### src/rtl/spi_host_pkg.sv
package spi_host_pkg;

    localparam int REG_W   = 8;
    localparam int FINE_W  = 5;
    localparam int N_REGS  = 6;

    // register index = byte offset / 4
    typedef enum logic [2:0] {
        RG_MODE = 3'd0,
        RG_STAT = 3'd1,
        RG_SYS  = 3'd2,
        RG_TX   = 3'd3,
        RG_RX   = 3'd4,
        RG_AUX  = 3'd5
    } reg_sel_e;

    // status bit positions
    localparam int STAT_BUSY = 0;
    localparam int STAT_RXF  = 2;

    // system control bit positions and reset value
    localparam int SYS_HOST_EN = 0;
    localparam int SYS_CS_LVL  = 6;
    localparam logic [REG_W-1:0] SYS_RESET = 8'h40;

    // mode register layout, MSB first
    typedef struct packed {
        logic              phase;
        logic              pol;
        logic              coarse;
        logic [FINE_W-1:0] fine;
    } mode_t;

endpackage

### src/rtl/spi_host_regs.sv
module spi_host_regs
    import spi_host_pkg::*;
#(
    parameter int ADDR_W = 5,
    parameter int DATA_W = 8
) (
    input  logic              clk,
    input  logic              rst_n,
    input  logic              we,
    input  logic              re,
    input  logic [ADDR_W-1:0] addr,
    input  logic [31:0]       wdata,
    output logic [31:0]       rdata,
    input  logic              busy,
    input  logic              done,
    input  logic [DATA_W-1:0] rx_byte,
    output mode_t             mode_o,
    output logic              csn_o,
    output logic              rx_full_o,
    output logic              start_o,
    output logic [DATA_W-1:0] tx_byte_o
);

    localparam int IDX_W = ADDR_W - 2;

    typedef struct packed {
        logic [REG_W-1:0]  mode;
        logic [REG_W-1:0]  sys;
        logic [REG_W-1:0]  aux;
        logic [DATA_W-1:0] tx;
        logic [DATA_W-1:0] rx;
        logic              rxf;
    } regs_t;

    localparam regs_t REGS_RESET = '{
        mode: '0, sys: SYS_RESET, aux: '0, tx: '0, rx: '0, rxf: 1'b0
    };

    regs_t q, d;

    logic [IDX_W-1:0] idx;
    logic             hit;
    reg_sel_e         sel;
    logic             unused_bits;

    assign idx         = addr[ADDR_W-1:2];
    assign hit         = (idx < IDX_W'(N_REGS));
    assign sel         = reg_sel_e'(idx[2:0]);
    assign unused_bits = ^{addr[1:0], wdata[31:DATA_W]};

    always_comb begin
        d       = q;
        start_o = 1'b0;
        if (we && hit) begin
            case (sel)
                RG_MODE: d.mode = wdata[REG_W-1:0];
                RG_STAT: d.rxf  = 1'b0;
                RG_SYS:  d.sys  = wdata[REG_W-1:0];
                RG_TX: begin
                    if (!busy && q.sys[SYS_HOST_EN]) begin
                        start_o = 1'b1;
                        d.tx    = wdata[DATA_W-1:0];
                    end
                end
                RG_AUX:  d.aux  = wdata[REG_W-1:0];
                default: ;
            endcase
        end
        if (re && hit && sel == RG_RX) begin
            d.rxf = 1'b0;
        end
        // completion overrides any clear in the same cycle
        if (done) begin
            d.rx  = rx_byte;
            d.rxf = 1'b1;
        end
    end

    always_ff @(posedge clk) begin
        if (!rst_n) q <= REGS_RESET;
        else        q <= d;
    end

    always_comb begin
        rdata = '0;
        if (hit) begin
            case (sel)
                RG_MODE: rdata = 32'(q.mode);
                RG_STAT: begin
                    rdata[STAT_BUSY] = busy;
                    rdata[STAT_RXF]  = q.rxf;
                end
                RG_SYS:  rdata = 32'(q.sys);
                RG_TX:   rdata = 32'(q.tx);
                RG_RX:   rdata = 32'(q.rx);
                RG_AUX:  rdata = 32'(q.aux);
                default: rdata = '0;
            endcase
        end
    end

    assign mode_o    = mode_t'(q.mode);
    assign csn_o     = q.sys[SYS_CS_LVL];
    assign rx_full_o = q.rxf;
    assign tx_byte_o = wdata[DATA_W-1:0];

endmodule

### src/rtl/spi_host_clkdiv.sv
module spi_host_clkdiv #(
    parameter int PRE_LO = 16,
    parameter int PRE_HI = 128,
    parameter int FINE_W = 5
) (
    input  logic              clk,
    input  logic              rst_n,
    input  logic              run,
    input  logic              coarse,
    input  logic [FINE_W-1:0] fine,
    output logic              edge_o
);

    localparam int PRE_MAX = (PRE_HI > PRE_LO) ? PRE_HI : PRE_LO;
    localparam int PRE_W   = $clog2(PRE_MAX);

    typedef struct packed {
        logic [PRE_W-1:0]  pre;
        logic [FINE_W-1:0] cnt;
    } div_t;

    div_t q, d;
    logic [PRE_W-1:0] pre_lim;

    assign pre_lim = coarse ? PRE_W'(PRE_HI - 1) : PRE_W'(PRE_LO - 1);

    always_comb begin
        d      = q;
        edge_o = 1'b0;
        if (!run) begin
            d = '0;
        end else if (q.pre == pre_lim) begin
            d.pre = '0;
            if (q.cnt == fine) begin
                d.cnt  = '0;
                edge_o = 1'b1;
            end else begin
                d.cnt = q.cnt + 1'b1;
            end
        end else begin
            d.pre = q.pre + 1'b1;
        end
    end

    always_ff @(posedge clk) begin
        if (!rst_n) q <= '0;
        else        q <= d;
    end

endmodule

### src/rtl/spi_host_shifter.sv
module spi_host_shifter #(
    parameter int DATA_W = 8
) (
    input  logic              clk,
    input  logic              rst_n,
    input  logic              start,
    input  logic [DATA_W-1:0] tx_byte,
    input  logic              cpol,
    input  logic              cpha,
    input  logic              edge_i,
    input  logic              miso_i,
    output logic              busy_o,
    output logic              sclk_o,
    output logic              mosi_o,
    output logic              done_o,
    output logic [DATA_W-1:0] rx_byte_o
);

    localparam int EDGES = 2 * DATA_W;
    localparam int CNT_W = $clog2(EDGES);

    typedef struct packed {
        logic              busy;
        logic              phase;
        logic              sclk;
        logic              mosi;
        logic [DATA_W-1:0] sh;
        logic [CNT_W-1:0]  cnt;
    } eng_t;

    eng_t q, d;

    always_comb begin
        d      = q;
        done_o = 1'b0;
        if (!q.busy) begin
            d.sclk = cpol;
            if (start) begin
                d.busy  = 1'b1;
                d.phase = cpha;
                d.sh    = tx_byte;
                d.mosi  = tx_byte[DATA_W-1];
                d.cnt   = '0;
            end
        end else if (edge_i) begin
            d.sclk = ~q.sclk;
            d.cnt  = q.cnt + 1'b1;
            // even count = leading edge; phase 0 samples there, phase 1 on trailing
            if (q.cnt[0] == q.phase) begin
                d.sh = {q.sh[DATA_W-2:0], miso_i};
            end else begin
                d.mosi = q.sh[DATA_W-1];
            end
            if (q.cnt == CNT_W'(EDGES - 1)) begin
                d.busy = 1'b0;
                done_o = 1'b1;
            end
        end
    end

    always_ff @(posedge clk) begin
        if (!rst_n) q <= '0;
        else        q <= d;
    end

    assign busy_o    = q.busy;
    assign sclk_o    = q.sclk;
    assign mosi_o    = q.mosi;
    assign rx_byte_o = d.sh;

endmodule

### src/rtl/spi_host_ctrl.sv
module spi_host_ctrl
    import spi_host_pkg::*;
#(
    parameter int ADDR_W = 5,
    parameter int DATA_W = 8,
    parameter int PRE_LO = 16,
    parameter int PRE_HI = 128
) (
    input  logic              clk,
    input  logic              rst_n,
    input  logic              reg_we,
    input  logic              reg_re,
    input  logic [ADDR_W-1:0] reg_addr,
    input  logic [31:0]       reg_wdata,
    output logic [31:0]       reg_rdata,
    output logic              sclk_o,
    output logic              mosi_o,
    input  logic              miso_i,
    output logic              csn_o
);

    mode_t             mode;
    logic              eng_busy;
    logic              eng_done;
    logic              edge_tick;
    logic              start;
    logic              rx_full;
    logic              mode_pol;
    logic [DATA_W-1:0] tx_byte;
    logic [DATA_W-1:0] rx_byte;

    assign mode_pol = mode.pol;

    spi_host_regs #(.ADDR_W(ADDR_W), .DATA_W(DATA_W)) u_regs (
        .clk       (clk),
        .rst_n     (rst_n),
        .we        (reg_we),
        .re        (reg_re),
        .addr      (reg_addr),
        .wdata     (reg_wdata),
        .rdata     (reg_rdata),
        .busy      (eng_busy),
        .done      (eng_done),
        .rx_byte   (rx_byte),
        .mode_o    (mode),
        .csn_o     (csn_o),
        .rx_full_o (rx_full),
        .start_o   (start),
        .tx_byte_o (tx_byte)
    );

    spi_host_clkdiv #(.PRE_LO(PRE_LO), .PRE_HI(PRE_HI), .FINE_W(FINE_W)) u_div (
        .clk    (clk),
        .rst_n  (rst_n),
        .run    (eng_busy),
        .coarse (mode.coarse),
        .fine   (mode.fine),
        .edge_o (edge_tick)
    );

    spi_host_shifter #(.DATA_W(DATA_W)) u_eng (
        .clk       (clk),
        .rst_n     (rst_n),
        .start     (start),
        .tx_byte   (tx_byte),
        .cpol      (mode.pol),
        .cpha      (mode.phase),
        .edge_i    (edge_tick),
        .miso_i    (miso_i),
        .busy_o    (eng_busy),
        .sclk_o    (sclk_o),
        .mosi_o    (mosi_o),
        .done_o    (eng_done),
        .rx_byte_o (rx_byte)
    );

endmodule

### config.mk
export PLATFORM = sky130hd
export DESIGN_NAME = spi_host_ctrl
export DESIGN_NICKNAME = d
export VERILOG_FILES = /design/src/rtl/spi_host_pkg.sv /design/src/rtl/spi_host_regs.sv /design/src/rtl/spi_host_clkdiv.sv /design/src/rtl/spi_host_shifter.sv /design/src/rtl/spi_host_ctrl.sv
export SDC_FILE = /design/constraint.sdc
export NUM_CORES = 1
export LEC_CHECK = 0
export ABC_AREA = 1
export CAP_MARGIN = 20
export CORE_MARGIN = 4
export CORE_UTILIZATION = 45
export CTS_CLUSTER_SIZE = 12
export DETAILED_ROUTE_END_ITERATION = 8
export PLACE_DENSITY = 0.75
export SLEW_MARGIN = 20
export SYNTH_ARGS = -nofsm -noshare
export SYNTH_HDL_FRONTEND = slang
export SYNTH_SLANG_ARGS = --single-unit
export TNS_END_PERCENT = 50
### constraint.sdc
create_clock -name clk -period 2.21 [get_ports clk]
set_input_delay 0.442 -clock clk [delete_from_list [all_inputs] [get_ports clk]]
set_output_delay 0.442 -clock clk [all_outputs]
set_load 0.02 [all_outputs]
==> metrics.md <==
| Metric | Value |
|---|---|
| Worst Hold Depth | 1 |
| Leakage power | between 0.0015 and 0.002 uW |
| Syn Inst Count | 510 |
| DR vias | around 3.4k |
| Sequential area share after synthesis | approximately two fifths |
| CTS clk-pin slew, worst paths | about 0.070 ns |
| Outcome | completed |
| Nets@finish | 611 |
| Mapped cell area | between 3000 and 4000 sq um |
| Vias in the first global route | 3,068 |
| Final WL | ~8600 um |
| Ant diodes | 0 |
| HP Class | reg -> reg |
| Initial Utilization | between 40 and 50% |
| TNS Setup | 0 ns |
| CTS max path bufs | 2 |
| Syn_area_per_cell | 6.93 sq um |
| Via-to-Cell Ratio | ~5.0 |
| Max H-tree Level | 3 |
| Total setup buffers inserted after CTS | 0 |
| Fin cells | ~670 |
| Post-CTS Resized | between 40 and 50 |
| Crit start category | primary input |
| Routability congestion estimate | a little over 0.9 |
| I/O Buffers | 26 |
| Synth Warn # | 0 |
| Crit path kind | in -> out |
| Reg2Reg Depth | 9 |
| Area Overhead vs Synth | 18.2% |
| Pin count of the biggest net entering global routing | 39 |
| Max-slew violations | 0 |
| Gr usage total | between 10% and 20% |
| 1st-pass router iterations | 6 |
| Critical Path End Type | primary output |
| CP required | between 1.5 and 2 ns |
| Place WS | -0.675 ns |
| Multi-input gate area | between 1500 and 2000 sq um |
| CTS tree | yes |
| First-pass GRT wire length | 14,200 um |
| Die Wd | roughly 97 um |
| Max IR drop VDD | roughly 0.40 mV |
| Initial DRC count | between 200 and 300 |
| Synth cell types | 38 |
| Crit Path Max Fanout | 3 |
| I/O pins | 77 |
| Setup violators final | 0 |
| Antenna violations before repair | 0 |
| Max_slew headroom | 52.1% |
| Setup Skew | roughly 0.0068 ns |
| Placed cells | ~660 |
| Design Area, Final | 4170 sq um |
| Die H | 96.6 um |
| Average wire per standard cell | 12.8 um |
| P per Cell Area | a little over 600 nW/um^2 |
| Max Clk Rate | 469 MHz |
| Post-route ant nets | 0 |
| Core ar. | roughly 7700 sq um |
| CTS Buf Count | 9 |
| RSZ-0062 raised after global routing | false |
| Fin. Hold Viols | 0 |
| Synth Register Bits | a little under 70 |
| Final WS setup | just under 0.08 ns |
| Number of remaining DRC errors | 0 |
| Number of core rows | 32 |
| Final HPWL DP | between 6000 and 7000 um |
| Post-placement cell area | between 4000 and 5000 sq um |
| Die Footprint | 9330 sq um |
| Fin crit share | just under 100% |
| Clk_lat worst skew | 0.35 ns |
| Clock period minus final worst setup slack | between 2 and 2.5 ns |
| Num Clock Sinks | ~70 |
| Fraction of layout cells with a size suffix above 1 | 14.4% |
| Worst-Margin Slew | slightly above 0.7 ns |
| Critical path arrival | between 1.5 and 2 ns |
| Global route total overflow | 0 |
| CTS hold repair buffers | 0 |
| Max Cap Violations | 0 |
| Register area | around 1400 sq um |
| Root Buffer | clkbuf_8 |
| Fillers | 747 |
==> Yosys cell counts, drive strengths merged <==
| cell | n | area [sq um] |
|---|---|---|
| buf | 29 | 220 |
| o21a | 3 | 22.5 |
| dfxtp | 69 | 1380 |
| nand4 | 10 | 68.8 |
| nand3 | 26 | 158 |
| nor3b | 3 | 27.5 |
| clkinv | 3 | 16.3 |
| xor2 | 3 | 26.3 |
| xnor2 | 1 | 8.76 |
| nand2 | 123 | 482 |
| a22oi | 1 | 7.51 |
| o21ai | 40 | 204 |
| conb | 1 | 3.75 |
| o32ai | 1 | 8.76 |
| a31oi | 1 | 6.26 |
| a22o | 2 | 17.5 |
| a221oi | 4 | 35.0 |
| a21oi | 45 | 225 |
| nor3 | 6 | 41.3 |
| clkbuf | 8 | 30.0 |
| inv | 61 | 229 |
| nor2 | 65 | 256 |
| or2 | 1 | 6.26 |
| ha | 4 | 50.1 |
==> cell usage in the layout (no fill, tap or decap), drive strengths merged, types with 2 or more instances in the layout <==
cell           instances
ha                     4
conb                  24
o21ai                 40
a21oi                 45
nor3b                  3
nand2                123
a221oi                 4
nor2                  65
xor2                   3
nor3                   6
dfxtp                 69
buf                   40
nand4                 10
clkinv                 6
o21a                   3
nand3                 26
clkbuf                13
a22o                   2
inv                   61
clkdlybuf4s50         15
==> cell type report <==
type                    instances  share of cell area, %
flip-flops and latches         69                   33.1
multi-input cells             363                   41.9
clock inverters                 5                   1.44
inverters                      64                   5.88
repair buffers                 58                   11.2
well taps                     102                   3.06
clock buffers                  11                   3.39
==> kinds of logic after synthesis <==
family | after synthesis | share of synthesized area [%]
simple gates | 234 | 29.4
buf+inv | 101 | 14.0
xor+xnor | 4 | 0.992
fa+ha+maj | 4 | 1.42
other cells | 1 | 0.106
flops | 69 | 39.1
compound gates | 97 | 14.9
==> worst max-delay path, cell delays in order <==
cell,delay [ns]
dlygate4sd2_1,0.27
inv_2,0.11
nor3_1,0.05
buf_4,0.14
nand2_1,0.05
o21ai_0,0.09
a221oi_1,0.25
a21oi_1,0.11
buf_2,0.17
==> flip-flops by register name (all words and copies together), names as in the netlist <==
signal and count:
u_regs.q 31, u_eng.q 13, u_div.q 12, u_regs.mode_o 8, u_eng.busy_o 1, u_eng.mosi_o 1, u_eng.sclk_o 1, u_regs.csn_o 1
u_regs.rx_full_o 1
==> per-stage QoR <==
step	hold slack, ns	total power, uW	util, %
3_5_place_dp	0.444	1500	52.1
3_3_place_gp	0.424	1500	52.1
2_1_floorplan	0.418	1440	-
5_1_grt	0.498	2620	54.3
6_report	0.452	2520	54.3
4_1_cts	0.459	2540	54.3
==> metal layers <==
metal	up-vias	global-route usage (%)	wire length (um)
li1	1704	-	-
met1	1515	26.4	3900
met2	111	30.9	3930
met3	20	4.96	538
met4	0	7.48	218
met5	-	0	0
==> power by group <==
group	internal, uW	total, uW	switching, uW	leakage (uW)
logic	68.3	208	140	0.00119
registers	1260	1270	9.48	0.000557
clock network	554	1050	492	0.0000995
total	1880	2520	642	0.00185
==> final timing paths <==
| path | from | slack (ns) | endpoint |
|---|---|---|---|
| hold / removal | u_div.q[5] | 0.45 | u_div.q[5] |
| hold reg to reg | u_div.q[5] | 0.45 | u_div.q[5] |
| setup / recovery | reg_addr[2] | 0.08 | reg_rdata[0] |
| setup reg to reg | u_div.q[2] | 0.40 | u_regs.q[4] |
Power figures use the tool's default switching activity.
